<file path="src/rtl/jdm_pkg.sv">
package jdm_pkg;

    localparam int REC_VAL_W  = 35;
    localparam int CODE_W     = 4;
    localparam int ACK_W      = 3;
    localparam int PAYLOAD_W  = REC_VAL_W - ACK_W;

    typedef enum logic [1:0] {
        REC_IR_IN  = 2'd0,
        REC_DR_IN  = 2'd1,
        REC_DR_OUT = 2'd2,
        REC_SPARE  = 2'd3
    } rec_e;

    typedef enum logic [2:0] {
        MD_IDLE, MD_BYPASS, MD_IDCODE, MD_DPACC, MD_APACC, MD_ABORT, MD_UNKNOWN
    } mode_e;

    typedef enum logic [2:0] {
        TK_BYPASS  = 3'd0,
        TK_IDCODE  = 3'd1,
        TK_DPACC   = 3'd2,
        TK_APACC   = 3'd3,
        TK_ABORT   = 3'd4,
        TK_UNKNOWN = 3'd5
    } txn_kind_e;

    typedef enum logic [1:0] {
        ACK_RSVD  = 2'd0,
        ACK_WAIT  = 2'd1,
        ACK_OKFLT = 2'd2
    } ack_cls_e;

    typedef struct packed {
        txn_kind_e              kind;
        logic [PAYLOAD_W-1:0]   data;
        logic [1:0]             addr;
        logic                   rnw;
        logic [ACK_W-1:0]       ack;
        ack_cls_e               ack_cls;
        logic [3:0]             id_ver;
        logic [15:0]            id_part;
        logic [10:0]            id_mfr;
        logic                   id_rsv;
        logic                   abort_req;
        logic                   rsvd_warn;
    } txn_t;

    function automatic mode_e code_to_mode(input logic [CODE_W-1:0] c);
        case (c)
            4'b1111: return MD_BYPASS;
            4'b1110: return MD_IDCODE;
            4'b1010: return MD_DPACC;
            4'b1011: return MD_APACC;
            4'b1000: return MD_ABORT;
            default: return MD_UNKNOWN;
        endcase
    endfunction

    function automatic rec_e wanted_rec(input mode_e m);
        return (m == MD_BYPASS) ? REC_DR_IN : REC_DR_OUT;
    endfunction

    function automatic ack_cls_e classify_ack(input logic [ACK_W-1:0] a);
        case (a)
            3'b001:  return ACK_WAIT;
            3'b010:  return ACK_OKFLT;
            default: return ACK_RSVD;
        endcase
    endfunction

    function automatic txn_kind_e mode_to_kind(input mode_e m);
        case (m)
            MD_BYPASS: return TK_BYPASS;
            MD_IDCODE: return TK_IDCODE;
            MD_DPACC:  return TK_DPACC;
            MD_APACC:  return TK_APACC;
            MD_ABORT:  return TK_ABORT;
            default:   return TK_UNKNOWN;
        endcase
    endfunction

endpackage

</file>
<file path="src/rtl/jdm_mode_tracker.sv">
module jdm_mode_tracker
    import jdm_pkg::*;
(
    input  logic                clk,
    input  logic                rst,
    input  logic                in_valid,
    input  rec_e                in_type,
    input  logic [CODE_W-1:0]   in_code,
    output mode_e               mode,
    output logic                consume
);

    mode_e mode_q, mode_d;

    assign consume = in_valid && (mode_q != MD_IDLE) && (in_type == wanted_rec(mode_q));

    always_comb begin
        mode_d = mode_q;
        if (in_valid) begin
            if (in_type == REC_IR_IN) begin
                mode_d = code_to_mode(in_code);
            end else if (consume) begin
                mode_d = MD_IDLE;
            end
        end
    end

    always_ff @(posedge clk) begin
        if (rst) begin
            mode_q <= MD_IDLE;
        end else begin
            mode_q <= mode_d;
        end
    end

    assign mode = mode_q;

    assert_idle_ignore_R2: assert property (@(posedge clk) disable iff (rst)
        (mode_q == MD_IDLE && in_valid && in_type != REC_IR_IN) |=> (mode_q == MD_IDLE));

    assert_instr_pending_R3: assert property (@(posedge clk) disable iff (rst)
        (in_valid && in_type == REC_IR_IN) |=> (mode_q != MD_IDLE));

    assert_skip_keeps_R5: assert property (@(posedge clk) disable iff (rst)
        (mode_q != MD_IDLE && mode_q != MD_BYPASS && in_valid && in_type == REC_DR_IN)
        |=> (mode_q == $past(mode_q)));

    assert_back_to_idle_R6: assert property (@(posedge clk) disable iff (rst)
        consume |=> (mode_q == MD_IDLE));

endmodule

</file>
<file path="src/rtl/jdm_field_split.sv">
module jdm_field_split
    import jdm_pkg::*;
(
    input  mode_e                   mode,
    input  logic [REC_VAL_W-1:0]    value,
    output txn_t                    txn
);

    always_comb begin
        txn      = '0;
        txn.kind = mode_to_kind(mode);
        case (mode)
            MD_IDCODE: begin
                txn.id_ver  = value[31:28];
                txn.id_part = value[27:12];
                txn.id_mfr  = value[11:1];
                txn.id_rsv  = value[0];
            end
            MD_DPACC, MD_APACC: begin
                txn.data    = value[REC_VAL_W-1:ACK_W];
                txn.addr    = value[2:1];
                txn.rnw     = value[0];
                txn.ack     = value[ACK_W-1:0];
                txn.ack_cls = classify_ack(value[ACK_W-1:0]);
            end
            MD_ABORT: begin
                txn.abort_req = value[0];
                txn.rsvd_warn = |value[31:1];
            end
            default: ;
        endcase
    end

endmodule

</file>
<file path="src/rtl/jtag_dbg_txn_monitor.sv">
module jtag_dbg_txn_monitor
    import jdm_pkg::*;
#(
    parameter int LEN_W = 6
) (
    input  logic                    clk,
    input  logic                    rst,
    input  logic                    rec_valid,
    output logic                    rec_ready,
    input  logic [1:0]              rec_type,
    input  logic [LEN_W-1:0]        rec_len,
    input  logic [REC_VAL_W-1:0]    rec_value,
    output logic                    txn_valid,
    output logic [2:0]              txn_kind,
    output logic [LEN_W-1:0]        txn_len,
    output logic [REC_VAL_W-1:0]    txn_raw,
    output logic [PAYLOAD_W-1:0]    txn_data,
    output logic [1:0]              txn_addr,
    output logic                    txn_rnw,
    output logic [ACK_W-1:0]        txn_ack,
    output logic [1:0]              txn_ack_cls,
    output logic [3:0]              txn_id_ver,
    output logic [15:0]             txn_id_part,
    output logic [10:0]             txn_id_mfr,
    output logic                    txn_id_rsv,
    output logic                    txn_abort,
    output logic                    txn_warn
);

    mode_e  mode;
    logic   consume;
    txn_t   txn_d, txn_q;
    logic   valid_q;
    logic [LEN_W-1:0]     len_q;
    logic [REC_VAL_W-1:0] raw_q;

    assign rec_ready = 1'b1;

    jdm_mode_tracker u_track (
        .clk      (clk),
        .rst      (rst),
        .in_valid (rec_valid),
        .in_type  (rec_e'(rec_type)),
        .in_code  (rec_value[CODE_W-1:0]),
        .mode     (mode),
        .consume  (consume)
    );

    jdm_field_split u_split (
        .mode  (mode),
        .value (rec_value),
        .txn   (txn_d)
    );

    always_ff @(posedge clk) begin
        if (rst) begin
            valid_q <= 1'b0;
            txn_q   <= '0;
            len_q   <= '0;
            raw_q   <= '0;
        end else begin
            valid_q <= consume;
            if (consume) begin
                txn_q <= txn_d;
                len_q <= rec_len;
                raw_q <= rec_value;
            end
        end
    end

    assign txn_valid   = valid_q;
    assign txn_kind    = txn_q.kind;
    assign txn_len     = len_q;
    assign txn_raw     = raw_q;
    assign txn_data    = txn_q.data;
    assign txn_addr    = txn_q.addr;
    assign txn_rnw     = txn_q.rnw;
    assign txn_ack     = txn_q.ack;
    assign txn_ack_cls = txn_q.ack_cls;
    assign txn_id_ver  = txn_q.id_ver;
    assign txn_id_part = txn_q.id_part;
    assign txn_id_mfr  = txn_q.id_mfr;
    assign txn_id_rsv  = txn_q.id_rsv;
    assign txn_abort   = txn_q.abort_req;
    assign txn_warn    = txn_q.rsvd_warn;

    assert_reset_quiet_R1: assert property (@(posedge clk)
        rst |=> !txn_valid);

    assert_single_pulse_R6: assert property (@(posedge clk) disable iff (rst)
        txn_valid |=> !txn_valid);

    assert_warn_only_abort_R10: assert property (@(posedge clk) disable iff (rst)
        (txn_valid && txn_warn) |-> (txn_kind == TK_ABORT));

    assert_wait_class_R9: assert property (@(posedge clk) disable iff (rst)
        (txn_valid && (txn_kind == TK_DPACC || txn_kind == TK_APACC) && txn_ack == 3'b001)
        |-> (txn_ack_cls == ACK_WAIT));

    assert_raw_matches_R8: assert property (@(posedge clk) disable iff (rst)
        (txn_valid && txn_kind == TK_APACC) |-> (txn_raw[2:0] == txn_ack));

endmodule

</file>
<file path="config.mk">
export PLATFORM = sky130hd
export DESIGN_NAME = jtag_dbg_txn_monitor
export DESIGN_NICKNAME = d
export VERILOG_FILES = /design/src/rtl/jdm_pkg.sv /design/src/rtl/jdm_mode_tracker.sv /design/src/rtl/jdm_field_split.sv /design/src/rtl/jtag_dbg_txn_monitor.sv
export SDC_FILE = /design/constraint.sdc
export NUM_CORES = 1
export LEC_CHECK = 0
export BUFFER_PORTS_ARGS = -buffer_cell sky130_fd_sc_hd__buf_2
export CORE_ASPECT_RATIO = 1.25
export CORE_MARGIN = 5
export CORE_UTILIZATION = 54
export DETAILED_ROUTE_END_ITERATION = 16
export PLACE_DENSITY = 0.92
export SLEW_MARGIN = 30
export SYNTH_ARGS = -nofsm -noshare
export SYNTH_HDL_FRONTEND = slang
export SYNTH_SLANG_ARGS = --single-unit
</file>
<file path="constraint.sdc">
create_clock -name clk -period 2.65 [get_ports clk]
set_input_delay 0.265 -clock clk [delete_from_list [all_inputs] [get_ports clk]]
set_output_delay 0.265 -clock clk [all_outputs]
set_load 0.005 [all_outputs]
</file>
# Word-level counts from Yosys, hierarchy flattened
# Index checks and enable logic that the tools add are counted.
[totals] ff_bits=122 out_inout_bits=120 elab_cells=46 in_bits=46
[op_classes] n_mux=9 n_eq_ne=13 reduce_logical=8
[ops] op="$mux 40" n=1
[ops] op="$mux 32" n=1
[ops] op="$reduce_or 31->1" n=1
[ops] op="$pmux 3 s5" n=2
[ops] op="$eq 4x4->1 const B" n=5
[ops] op="$eq 3x2->1 const B" n=3
[ops] op="$eq 3x1->1 const B" n=2
[ops] op="$eq 3x3->1 const B" n=2
[ops] op="$mux 3" n=2
[ops] op="$mux 2" n=2
[ops] op="$pmux 2 s2" n=1
[ops] op="$reduce_bool 3->1" n=1
[ops] op="$eq 2x2->1" n=1
[ops] op="$logic_and 1x1->1" n=2
[ops] op="$logic_not 2->1" n=1
[ops] op="$reduce_and 2->1" n=1
[ops] op="$reduce_bool 2->1" n=1
[ops] op="$reduce_or 2->1" n=1

# Logic depth before layout (Yosys ltp)
[logic_depth] ltp_word=6 mapped_depth=7

# By module
# A second synthesis with hierarchy kept.
[unflattened] hier_cells=507 hier_area_um2=5167.5
[modules_own_cells] module="jtag_dbg_txn_monitor" cells_per_inst=384 area_per_inst_um2=4326.6 n_inst=1
[modules_own_cells] module="jdm_field_split" cells_per_inst=101 area_per_inst_um2=639.4 n_inst=1
[modules_own_cells] module="jdm_mode_tracker" cells_per_inst=22 area_per_inst_um2=201.4 n_inst=1

# Worst setup path before layout
# OpenSTA, ideal clock, no wires.
[synth_timing] kind="register -> register" start="register u_track.mode_q[2], in the netlist u_track.mode[2]" end="register txn_q, in the netlist txn_id_mfr[0]" path_stages_with_launch=8 t_arrival_ns=1.438 setup_ns=0.070 required_time_ns=2.580 synth_period_minus_slack_ns=1.509 path_slack_ns=1.141 cell_sequence="dfxtp_1 > buf_6 > nor4b_4 > o2bb2ai_2 > buf_4 > clkbuf_4 > nand4_1 > a21oi_1"
[synth_via] elab_chain_cells=4
[synth_rtl] element="start, declared" line_no="jdm_mode_tracker.sv:13" rtl="mode_e mode_q, mode_d;"
[synth_rtl] element="start signal, assigned" line_no="jdm_mode_tracker.sv:32" rtl="mode_q <= mode_d;"
[synth_rtl] element="$eq 3x1->1" line_no="jdm_pkg.sv:61" rtl="return (m == MD_BYPASS) ? REC_DR_IN : REC_DR_OUT;"
[synth_rtl] element="$mux 2" line_no="jdm_pkg.sv:61"
[synth_rtl] element="$eq 2x2->1" line_no="jdm_mode_tracker.sv:15" rtl="assign consume = in_valid && (mode_q != MD_IDLE) && (in_type == wanted_rec(mode_q));"
[synth_rtl] element="$logic_and 1x1->1" line_no="jdm_mode_tracker.sv:15"
[synth_rtl] element="end signal, assigned" line_no="jtag_dbg_txn_monitor.sv:64" rtl="txn_q <= txn_d;"
[synth_rtl] element="end, declared" line_no="jtag_dbg_txn_monitor.sv:32" rtl="txn_t txn_d, txn_q;"
# Parallel ways exist; a longest one is shown, timed or not.
# A chain may end at the register's enable or synchronous reset.

# Final worst setup path
[layout_timing] start="register u_track.mode_q[2], in the netlist u_track.mode[2]" end="register raw_q[19], in the netlist txn_raw[19]"
[layout_via] elab_chain_cells=4
[layout_rtl] element="$eq 3x1->1" line_no="jdm_pkg.sv:61"
[layout_rtl] element="$mux 2" line_no="jdm_pkg.sv:61"
[layout_rtl] element="$eq 2x2->1" line_no="jdm_mode_tracker.sv:15"
[layout_rtl] element="$logic_and 1x1->1 *" line_no="jdm_mode_tracker.sv:15"
[layout_rtl] element="end signal, assigned" line_no="jtag_dbg_txn_monitor.sv:66" rtl="raw_q <= rec_value;"
[layout_rtl] element="end, declared" line_no="jtag_dbg_txn_monitor.sv:35" rtl="logic [REC_VAL_W-1:0] raw_q;"
# Mark *: on every way between the ends. The rest lies on a longest branch, timed or not.

==> results.toml <==
[cts]
numClockSinks = 119
cts_made_buffers = 17
clk_latency_ns = 0.52
cts_tree = "done"
cts.path.max_buffers = 2
clk_pin_slew_ns = 0.06
post_cts_buffers = 0
cts-root-buf = "clkbuf_8"
hold_buffers = 9
htreeDepth = 4
cts-resized-gates = 0

[synthesis]
yosysSeqAreaShare = 0.493
syn_area_mm2 = 0.00483
synthCells = 581
synth_nets = 627
synth_area_leader_cell = "dfxtp_1"
ys_top_cells_by_area = "dfxtp_1, a21oi_1, o21ai_0, nand4_1, clkbuf_1"
synth_top_area_frac = 0.493
synth_warnings = 0
syn_avg_cell_area_um2 = 8.32
synthDistinctLibCells = 33
ys_seq_elements = 119

[grt]
grt_pass1_vias = 4823
grt_pass1_wl_um = 24200
antenna_found_initial = 0
grt_usage = 0.283
grt_max_degree = 76
grt-ovfl-total = 0

[timing]
fmax_ghz = 0.489
drv_slew = 0
fin_worst_skew_ns = 0.00606
finalSetupViolCount = 0
final_hold_viol_count = 0
min_period_ns = 2.04
fin_setup_tns_ns = 0
fin_crit_sh = 0.771
rsz0062_at_grt = "false"
slew_headroom = 0.471
worstMarginPinSlew_ns = 0.790

[die]
die_h_um = 116
start_util = 0.556
row_count = 38
coreArea_mm2 = 0.00870
pin_count = 166
die_w_um = 94.6
die_area_mm2 = 0.0110

[critical_path]
crit_arrival_ns = 2.48
startpoint_type = "flip-flop"
setup.worst_path.end_class = "flip-flop"
worstSetupPathType = "flip-flop to flip-flop"
reg2reg_from = "u_track.mode[2]"
rr_endpoint = "txn_raw[19]"
worst-path-max-fanout = 43
ff2ff_setup_slack_ns = 0.61
cp_data_required_time_ns = 3.08
reg2regPathDepth = 5

[routing]
routedWlPerCell_um = 18.8
final_antenna_net_count = 0
first_pass_iters = 7
drt_iter0_drc = 562
drc = 0
vias = 5219
routed_wl_um = 15900
viasPerCell = 6.18

[cells_and_area]
fillers = 634
num-nets-final = 757
drive_above_1_share = 0.297
stdcell_area_mm2 = 0.00634
diodes = 0
syn2layout_area_growth_pct = 31.2

[min_path]
hold_class = "primary input to flip-flop"
worstHoldStart = "rec_value[16]"
holdPathEnd = "txn_raw[16]"
whs_path_depth = 3

[power_and_ir_drop]
p_per_area_mw_per_mm2 = 694
power_switching_mw = 0.999
seq_power_share = 0.411
vdd_drop_max_uv = 471
p_clk_frac = 0.526
p_comb_frac = 0.063
swShare = 0.227
p_leak_nw = 2.54
internal-power_mw = 3.40

[status]
status = "completed"

[run]
cap_violations = 0

[placement]
post_dp_cell_area_mm2 = 0.00562
io_buffer_count = 164
place.gp.congestion = 0.915
dp_hpwl_um = 9990
==> layout by cell type, fill, tap and decap left out, drive strengths merged, types with 2 or more instances in the layout <==
cell type	synthesis	layout
a21oi	114	114
a311oi	2	2
and3b	2	2
buf	19	179
bufinv	0	4
clkbuf	58	19
clkinv	0	6
clkinvlp	0	3
dfxtp	119	119
dlygate4sd3	0	9
inv	3	3
nand2	3	3
nand2b	4	4
nand3	42	42
nand4	70	70
nor2	5	5
nor3	4	4
nor4	7	7
o21ai	112	112
o31ai	2	2
o32ai	2	2
==> cell usage after synthesis <==
library cell    n
nor4_1          7
nand2b_1        4
o21ai_0       112
conb_1          1
buf_2           8
a311oi_1        2
clkbuf_4        1
nor3_1          4
a2bb2oi_2       1
dfxtp_1       119
a211o_1         1
buf_6           1
o2111ai_1       1
or2_2           1
a21o_1          1
nand3_1        42
a211oi_1        1
clkbuf_1       57
nor3b_1         1
o32ai_1         2
or3_1           1
nand4b_1        1
inv_1           3
nand2_1         3
buf_4          10
o31ai_1         2
nand4_1        70
a21oi_1       114
o2bb2ai_2       1
nor2_1          5
xnor2_1         1
nor4b_4         1
and3b_1         2
==> logic make-up after synthesis <==
| group | share of synthesized area |
|---|---|
| xor+xnor | 0.00181 |
| compound gates | 0.257 |
| simple gates | 0.173 |
| flops | 0.493 |
| buf+inv | 0.0743 |
| other cells | 0.000776 |
==> layer usage <==
layer,GRT usage,share of wire,up-vias,wire (um)
met5,0,0,-,0
met4,0.159,0.044,0,692
met2,0.476,0.50,309,8000
li1,-,-,2416,-
met1,0.334,0.37,2440,5950
met3,0.0597,0.079,54,1260
==> critical path, cell delays in order, from the launching register on <==
cell and delay, ns:
dfxtp_1 0.41, nor2_1 0.35, a2bb2oi_4 0.38, buf_4 0.43, o21ai_0 0.17, a21oi_1 0.20
==> area by class of cell <==
class / count / area (um^2) / share of cell area
Clock buffer: 19 / 422 / 0.0665
Clock inverter: 13 / 180 / 0.0284
Inverter: 3 / 11.3 / 0.00178
Multi-Input combinational cell: 382 / 2120 / 0.335
Sequential cell: 119 / 2380 / 0.376
Tap cell: 120 / 150 / 0.0237
Timing Repair Buffer: 188 / 1070 / 0.169
==> through the flow <==
step	setup slack [ns]	total power, mW	hold slack (ns)	utilization	cells
floorplan	1.14	1.99	0.413	-	581
global route	0.417	4.56	0.0213	0.729	844
global placement	0.546	2.10	0.454	0.646	802
CTS	0.415	4.43	0.0129	0.726	843
finish	0.606	4.40	0.0392	0.729	844
detailed placement	0.429	2.10	0.461	0.646	802
==> power groups by stage <==
stage	Combinational (mW)	Sequential (mW)	Clock [mW]
finish	0.277	1.81	2.31
global route	0.294	1.81	2.45
CTS	0.266	1.81	2.35
detailed placement	0.253	1.85	0
global placement	0.248	1.85	0
floorplan	0.147	1.85	0
==> registers in the layout, summed over array words and instances (netlist names) <==
name	flops
txn_abort	1
txn_ack	1
txn_ack_cls	2
txn_addr	2
txn_data	32
txn_id_mfr	11
txn_id_part	16
txn_id_rsv	1
txn_id_ver	4
txn_kind	3
txn_len	6
txn_raw	35
txn_valid	1
txn_warn	1
u_track.mode	3
==> worst max-delay path by stage <==
stage | from | to | slack (ns) | cells past startpoint
floorplan | u_track.mode[2] | txn_id_mfr[0] | 1.14 | 7
global placement | u_track.mode[2] | txn_data[17] | 0.55 | 5
detailed placement | u_track.mode[2] | txn_id_part[3] | 0.43 | 5
CTS | u_track.mode[2] | txn_data[18] | 0.42 | 5
global route | u_track.mode[2] | txn_id_mfr[10] | 0.42 | 5
finish | u_track.mode[2] | txn_raw[19] | 0.61 | 5
Note: power is estimated with default switching activity, not from simulation.
